[config.mk]
export PLATFORM = sky130hd
export DESIGN_NAME = useq_core
export DESIGN_NICKNAME = d
export VERILOG_FILES = /design/src/rtl/useq_pkg.sv /design/src/rtl/useq_rom.sv /design/src/rtl/useq_opreg.sv /design/src/rtl/useq_next.sv /design/src/rtl/useq_core.sv
export SDC_FILE = /design/constraint.sdc
export NUM_CORES = 1
export LEC_CHECK = 0
export CELL_PAD_IN_SITES_DETAIL_PLACEMENT = 1
export CELL_PAD_IN_SITES_GLOBAL_PLACEMENT = 2
export CORE_UTILIZATION = 28
export DETAILED_ROUTE_END_ITERATION = 6
export HOLD_SLACK_MARGIN = 0.06
export PLACE_DENSITY = 0.91
export RECOVER_POWER = 50
export SETUP_SLACK_MARGIN = 0.3
export SLEW_MARGIN = 5
export SYNTH_ARGS = -nofsm -noshare
export SYNTH_HDL_FRONTEND = slang
export SYNTH_SLANG_ARGS = --single-unit
export TNS_END_PERCENT = 30
[constraint.sdc]
create_clock -name clk -period 2.58 [get_ports clk]
set_input_delay 0.387 -clock clk [delete_from_list [all_inputs] [get_ports clk]]
set_output_delay 0.387 -clock clk [all_outputs]
set_load 0.005 [all_outputs]
[src/rtl/useq_pkg.sv]
package useq_pkg;
  localparam int CW_W   = 26;
  localparam int LIT_W  = 6;
  localparam int DP_LO  = 6;
  localparam int DP_W   = 16;
  localparam int B_OPLD = 20;
  localparam int B_INC  = 22;
  localparam int B_LIT  = 23;
  localparam int B_DISP = 24;
  localparam int B_CLR  = 25;

  typedef logic [CW_W-1:0] cword_t;

  function automatic cword_t cbit(input int n);
    cword_t w;
    w = '0;
    w[n-1] = 1'b1;
    return w;
  endfunction

  function automatic cword_t lit(input int v);
    cword_t w;
    w = '0;
    w[LIT_W-1:0] = LIT_W'(v);
    return w;
  endfunction

  function automatic cword_t img_word(input int a, input int jt);
    cword_t w;
    w = '0;
    if (a == 0)            w = cbit(15) | cbit(23);
    else if (a == 1)       w = cbit(21) | cbit(23);
    else if (a == 2)       w = cbit(25);
    else if (a == 3)       w = cbit(24) | lit(jt);
    else if (a == 4)       w = cbit(12) | cbit(24) | lit(0);
    else if (a == 5)       w = cbit(22) | cbit(23);
    else if (a == 6)       w = cbit(14) | cbit(26) | cbit(24) | lit(30);
    else if (a == 7)       w = cbit(24) | lit(9) | cbit(25) | cbit(23);
    else if (a == 8)       w = cbit(25) | cbit(23);
    else if (a == 9)       w = cbit(8);
    else if (a == 14)      w = cbit(9) | cbit(26);
    else if (a == jt)      w = cbit(10) | cbit(23);
    else if (a == jt + 1)  w = cbit(11) | cbit(23);
    else if (a == jt + 2)  w = cbit(13) | cbit(26);
    return w;
  endfunction
endpackage

[src/rtl/useq_rom.sv]
module useq_rom
  import useq_pkg::*;
#(
  parameter int AW = 6,
  parameter int JT = 20
) (
  input  logic [AW-1:0] addr,
  output cword_t        word
);
  localparam int DEPTH = 2 ** AW;

  cword_t img [DEPTH];

  for (genvar i = 0; i < DEPTH; i++) begin : g_img
    assign img[i] = img_word(i, JT);
  end

  assign word = img[addr];
endmodule

[src/rtl/useq_opreg.sv]
module useq_opreg #(
  parameter int OW = 6
) (
  input  logic          clk,
  input  logic          rst_n,
  input  logic          ld,
  input  logic [OW-1:0] d,
  output logic [OW-1:0] q
);
  always_ff @(posedge clk or negedge rst_n) begin
    if (!rst_n)  q <= '0;
    else if (ld) q <= d;
  end

  AST_OPC_LOAD: assert property (@(posedge clk) disable iff (!rst_n)
    ld |=> q == $past(d));
  AST_OPC_HOLD: assert property (@(posedge clk) disable iff (!rst_n)
    !ld |=> $stable(q));
endmodule

[src/rtl/useq_next.sv]
module useq_next #(
  parameter int AW = 6,
  parameter int OW = 6
) (
  input  logic          clk,
  input  logic          rst_n,
  input  logic          clr,
  input  logic          ld_lit,
  input  logic          disp,
  input  logic          inc,
  input  logic [AW-1:0] lit,
  input  logic [OW-1:0] opc,
  output logic [AW-1:0] upc
);
  logic [AW-1:0] opc_ext;
  logic [AW-1:0] disp_tgt;
  logic [AW-1:0] upc_d;

  assign opc_ext  = AW'(opc);
  assign disp_tgt = upc + opc_ext + AW'(1);

  always_comb begin
    if (clr)         upc_d = '0;
    else if (ld_lit) upc_d = lit;
    else if (disp)   upc_d = disp_tgt;
    else if (inc)    upc_d = upc + AW'(1);
    else             upc_d = upc;
  end

  always_ff @(posedge clk or negedge rst_n) begin
    if (!rst_n) upc <= '0;
    else        upc <= upc_d;
  end

  AST_CLR_WINS: assert property (@(posedge clk) disable iff (!rst_n)
    clr |=> upc == '0);
  AST_LIT_JUMP: assert property (@(posedge clk) disable iff (!rst_n)
    (ld_lit && !clr) |=> upc == $past(lit));
  AST_DISPATCH: assert property (@(posedge clk) disable iff (!rst_n)
    (disp && !ld_lit && !clr) |=> upc == AW'($past(upc) + $past(opc_ext) + 1'b1));
  AST_INCREMENT: assert property (@(posedge clk) disable iff (!rst_n)
    (inc && !disp && !ld_lit && !clr) |=> upc == AW'($past(upc) + 1'b1));
  AST_HOLD_IDLE: assert property (@(posedge clk) disable iff (!rst_n)
    (!inc && !disp && !ld_lit && !clr) |=> $stable(upc));
endmodule

[src/rtl/useq_core.sv]
module useq_core
  import useq_pkg::*;
#(
  parameter int AW = 6,
  parameter int JT = 20
) (
  input  logic            clk,
  input  logic            rst_n,
  input  logic [AW-1:0]   mem_opcode,
  output logic [DP_W-1:0] dp_cmd,
  output logic [AW-1:0]   upc,
  output logic [AW-1:0]   opcode
);
  cword_t word;

  useq_rom #(.AW(AW), .JT(JT)) rom_i (
    .addr (upc),
    .word (word)
  );

  useq_opreg #(.OW(AW)) opreg_i (
    .clk   (clk),
    .rst_n (rst_n),
    .ld    (word[B_OPLD]),
    .d     (mem_opcode),
    .q     (opcode)
  );

  useq_next #(.AW(AW), .OW(AW)) next_i (
    .clk    (clk),
    .rst_n  (rst_n),
    .clr    (word[B_CLR]),
    .ld_lit (word[B_LIT]),
    .disp   (word[B_DISP]),
    .inc    (word[B_INC]),
    .lit    (AW'(word[LIT_W-1:0])),
    .opc    (opcode),
    .upc    (upc)
  );

  assign dp_cmd = word[DP_LO +: DP_W];

  AST_BOOT_FETCH: assert property (@(posedge clk) disable iff (!rst_n)
    (upc == '0) |-> dp_cmd[8]);
endmodule

==> summary.txt <==
RUN STATUS
----------------------------------------------------------------------------------------
Run status ................................................................    completed

GLOBAL ROUTE
----------------------------------------------------------------------------------------
Met3 track demand over resource in global routing .........................        2.40%
Maximum number of pins on one net before global-route repair ..............           14
Number of antenna violations at the first check in global routing .........            0
Global-route met2 utilization .............................................        33.3%
Number of global-route vias before repair .................................         1185
Overall track demand over capacity in global routing ......................        17.5%
Global route total overflow ...............................................            0
Met1 track utilization from global routing ................................        18.8%
Busiest grt layer .........................................................         met2
Wire length of the first global-routing pass ..............................      5750 um

STA
----------------------------------------------------------------------------------------
Layout Skew ...............................................................      1.57 ps
Final critical path time including I/O delays and setup ...................      2310 ps
Worst path setup slack after routing ......................................       270 ps
Timing-limited maximum frequency ..........................................    0.433 GHz
Pin slew with the least headroom to its limit .............................       652 ps
Final number of setup-violating endpoints .................................            0
Max transition margin .....................................................        56.4%
Hold Vio Cnt, Final .......................................................            0
Pins Over Slew Limit ......................................................            0
Setup repair after global routing missed its margin .......................          yes
Sum Neg Setup Slack .......................................................         0 ps
Ratio of final minimum period to clock period .............................        89.5%

CRITICAL PATH
----------------------------------------------------------------------------------------
Cell breakdown of the critical path ....................................... clkinvlp_2 -> ha_1 -> nand2_1 -> nor3b_1 -> clkdlybuf4s50_1
Logic depth of the worst path, buffers included ...........................            5
Endpoint of the most critical register-to-register path ................... next_i.upc[1]
Arrival @ worst endpoint ..................................................      1920 ps
Critical R2R Launch ....................................................... next_i.upc[1]
Cell type group with the largest total delay on the critical path ......... buffers and inverters
Reg-to-reg slack, setup ...................................................       460 ps
Length in cells of the worst reg-to-reg path ..............................            8
Stage delay of the slowest cell on the critical path ......................       540 ps
Data required time at the worst endpoint ..................................      2190 ps
Worst setup EP type .......................................................  output port
Max Fanout on Critical Path ...............................................            6
Buffers & Inverters on Critical Path ......................................            2
Worst setup path class ....................................................   reg -> out
CP max stage cell ......................................................... sky130_fd_sc_hd__clkdlybuf4s50_1
Startpoint class of the critical path .....................................     register

PLACED DESIGN
----------------------------------------------------------------------------------------
Port Buffers ..............................................................           29
Dpl ws ....................................................................       409 ps
Global placer's final weighted congestion .................................        0.908
Total half-perimeter wirelength after legalization and detailed placement .      2530 um

POWER
----------------------------------------------------------------------------------------
Leakage dissipation .......................................................     0.673 nW
Power per cell area ....................................................... 1220 nW/um^2
Max rail drop VDD .........................................................   0.000497 V

CELLS AND AREA
----------------------------------------------------------------------------------------
Combined flip-flop and latch cell area ....................................    305 sq um
Fraction of layout cells with a size suffix above 1 .......................        20.3%
Filler cell count in the final layout .....................................          480
Antenna cells .............................................................            0
Area used by multi-input combinational logic ..............................    781 sq um
Net count reported at finish ..............................................          179
Layout overhead on the synthesized area ...................................        33.5%
Most frequent cells in the layout ......................................... sky130_fd_sc_hd__clkdlybuf4s50_1 (20), sky130_fd_sc_hd__nand2_1 (9), sky130_fd_sc_hd__ha_1 (9), sky130_fd_sc_hd__buf_4 (9)
Most common library cell in the layout ignoring fill and taps ............. sky130_fd_sc_hd__clkdlybuf4s50_1

MIN PATH
----------------------------------------------------------------------------------------
Hold path cells ...........................................................            1
Worst Min Path Start ...................................................... opreg_i.q[2]
Destination of the worst hold path ........................................ opreg_i.q[2]
Hold/Removal Path Class ...................................................   reg -> reg

CLOCK TREE
----------------------------------------------------------------------------------------
Max clock buf depth .......................................................            2
Cell chosen for the clock root ............................................ sky130_fd_sc_hd__clkbuf_8
CTS clock-pin slew for the worst setup and hold paths .....................        50 ps
Number of H-tree branching levels .........................................            1
Worst-skew pair later-pin latency .........................................       240 ps
Number of sinks driven by the clock tree ..................................           12
CTS tree ..................................................................         done
CTS Buf Count .............................................................            3
Cts-stage hold buffer count ...............................................            0

YOSYS
----------------------------------------------------------------------------------------
Number of enable flip-flop cells after synthesis ..........................            0
Mean post-synth cell area .................................................   9.48 sq um
Flops & latches, synth ....................................................           12
Dominant combinational cell family by area after synthesis ................ simple AND/OR/NAND/NOR gates
Main synth FF type ........................................................ sky130_fd_sc_hd__dfrtp_1
Portion of netlist area occupied by mux cells .............................        8.51%
Fraction of the mapped netlist area in compound gates .....................        17.7%
Proportion of netlist area held by the largest area contributor ...........        25.5%
Post-synthesis async set-or-reset flop share ..............................         100%
Share of the synthesized netlist area taken by xor and xnor gates .........        4.47%
Library cell with the largest summed area after synthesis ................. sky130_fd_sc_hd__dfrtp_1
Top cells by area in the synthesized netlist .............................. sky130_fd_sc_hd__dfrtp_1 (26%), sky130_fd_sc_hd__ha_1 (11%), sky130_fd_sc_hd__buf_4 (5.1%), sky130_fd_sc_hd__mux2_2 (4.8%), sky130_fd_sc_hd__o2bb2ai_1 (3.0%)
Synthesis warning total ...................................................            0
Cell variety after synth ..................................................           45
Instance count of the mapped netlist ......................................          124
Sequential-to-total area share from yosys stat ............................        25.5%
Adder-cell share of the synthesized area ..................................        12.3%
Simple-gate share of the synthesized area .................................        21.1%
Netlist area before placement .............................................   1180 sq um

ROUTE
----------------------------------------------------------------------------------------
Remaining design rule violation count .....................................            0
WL final ..................................................................      3450 um
DR WL/cell ................................................................      16.6 um
Vias after detailed routing ...............................................         1068
DR pass1 iterations .......................................................            4
Routed via count divided by cell count ....................................         5.13
First-iteration detailed-routing DRC count ................................           53
Post-route antenna net violation count ....................................            0

FLOORPLANNING
----------------------------------------------------------------------------------------
Die X .....................................................................      66.8 um
Starting density of the core ..............................................        29.2%
Die area ..................................................................   4460 sq um
Vert. Die Dim .............................................................      66.8 um
Number of placed I/O pins .................................................           36
Core area .................................................................   4030 sq um
Placement row count .......................................................           23

RUN
----------------------------------------------------------------------------------------
Max Cap Viol ..............................................................            0

## metal layers
metal | routed length, um | share of wire, %
met4 | 89 | 2.6
met2 | 1760 | 51
met5 | 0 | 0
met1 | 1440 | 42
met3 | 155 | 4.5
## worst register-to-register path, stage by stage (launching register included)
cell and delay [ps]:
sky130_fd_sc_hd__dfrtp_2 410, sky130_fd_sc_hd__buf_4 140, sky130_fd_sc_hd__buf_4 130, sky130_fd_sc_hd__ha_1 230, sky130_fd_sc_hd__mux2i_1 190, sky130_fd_sc_hd__mux2i_2 150, sky130_fd_sc_hd__and2_4 240, sky130_fd_sc_hd__nor3_4 300
sky130_fd_sc_hd__mux2i_1 220
## cell type report
cell class	instances	share of cell area, %
clock buffers	3	2.63
inverters	4	1.04
multi-input cells	100	49.7
flip-flops and latches	12	19.4
well taps	50	3.98
repair buffers	39	23.2
## Yosys cell counts (5+ instances only)
cell / instances
sky130_fd_sc_hd__dfrtp_1: 12
sky130_fd_sc_hd__ha_1: 10
sky130_fd_sc_hd__nand2_1: 9
sky130_fd_sc_hd__buf_4: 8
sky130_fd_sc_hd__mux2_2: 5
sky130_fd_sc_hd__o21ai_0: 5
## worst max-delay path by stage
stage | startpoint | endpoint | slack [ps]
after CTS | next_i.upc[2] | dp_cmd[6] | 300
after global routing | next_i.upc[1] | dp_cmd[1] | 140
after global placement | next_i.upc[1] | dp_cmd[8] | 430
final | next_i.upc[1] | dp_cmd[1] | 270
after floorplan | next_i.upc[0] | next_i.upc[4] | 590
after detailed placement | next_i.upc[0] | next_i.upc[4] | 410
## per-stage QoR
| step | total power, mW | hold slack, ps | utilization (%) | area (sq um) | cells |
|---|---|---|---|---|---|
| global placement | 1.60 | 526 | 36.4 | 1470 | 198 |
| floorplan | 1.23 | 91.4 | - | 1190 | 129 |
| finish | 1.92 | 540 | 39.0 | 1570 | 208 |
| detailed placement | 1.66 | 542 | 36.4 | 1470 | 198 |
| global route | 2.10 | 584 | 39.0 | 1570 | 208 |
| CTS | 1.93 | 546 | 38.5 | 1550 | 206 |
## state kept, by name, indices dropped and copies added (netlist names)
name / count
next_i.upc: 6
opreg_i.q: 6
## timing repair
action / 4_1_cts / 5_1_grt
buffers inserted: 5 / 2
pin swaps: 1 / 0
resized for setup: 6 / 4
endpoints found under the setup margin: 6 / 9
## where the power goes
part | switching, mW | internal, mW | leakage [nW]
logic | 0.660 | 0.661 | 0.513
clock network | 0.0709 | 0.103 | 0.0216
registers | 0.136 | 0.286 | 0.138
total | 0.866 | 1.05 | 0.673
## cell families (layout without fill, tap and decap cells)
| family | Yosys count | count (layout) |
|---|---|---|
| muxes | 9 | 9 |
| AOI/OAI and AO/OA | 28 | 28 |
| other | 1 | 6 |
| xor gates and xnor gates | 6 | 6 |
| and+or+nand+nor | 40 | 40 |
| adders and majority gates | 11 | 11 |
| buffers and inverters | 17 | 46 |
| DFF | 12 | 12 |
(Power assumes the default switching activity.)
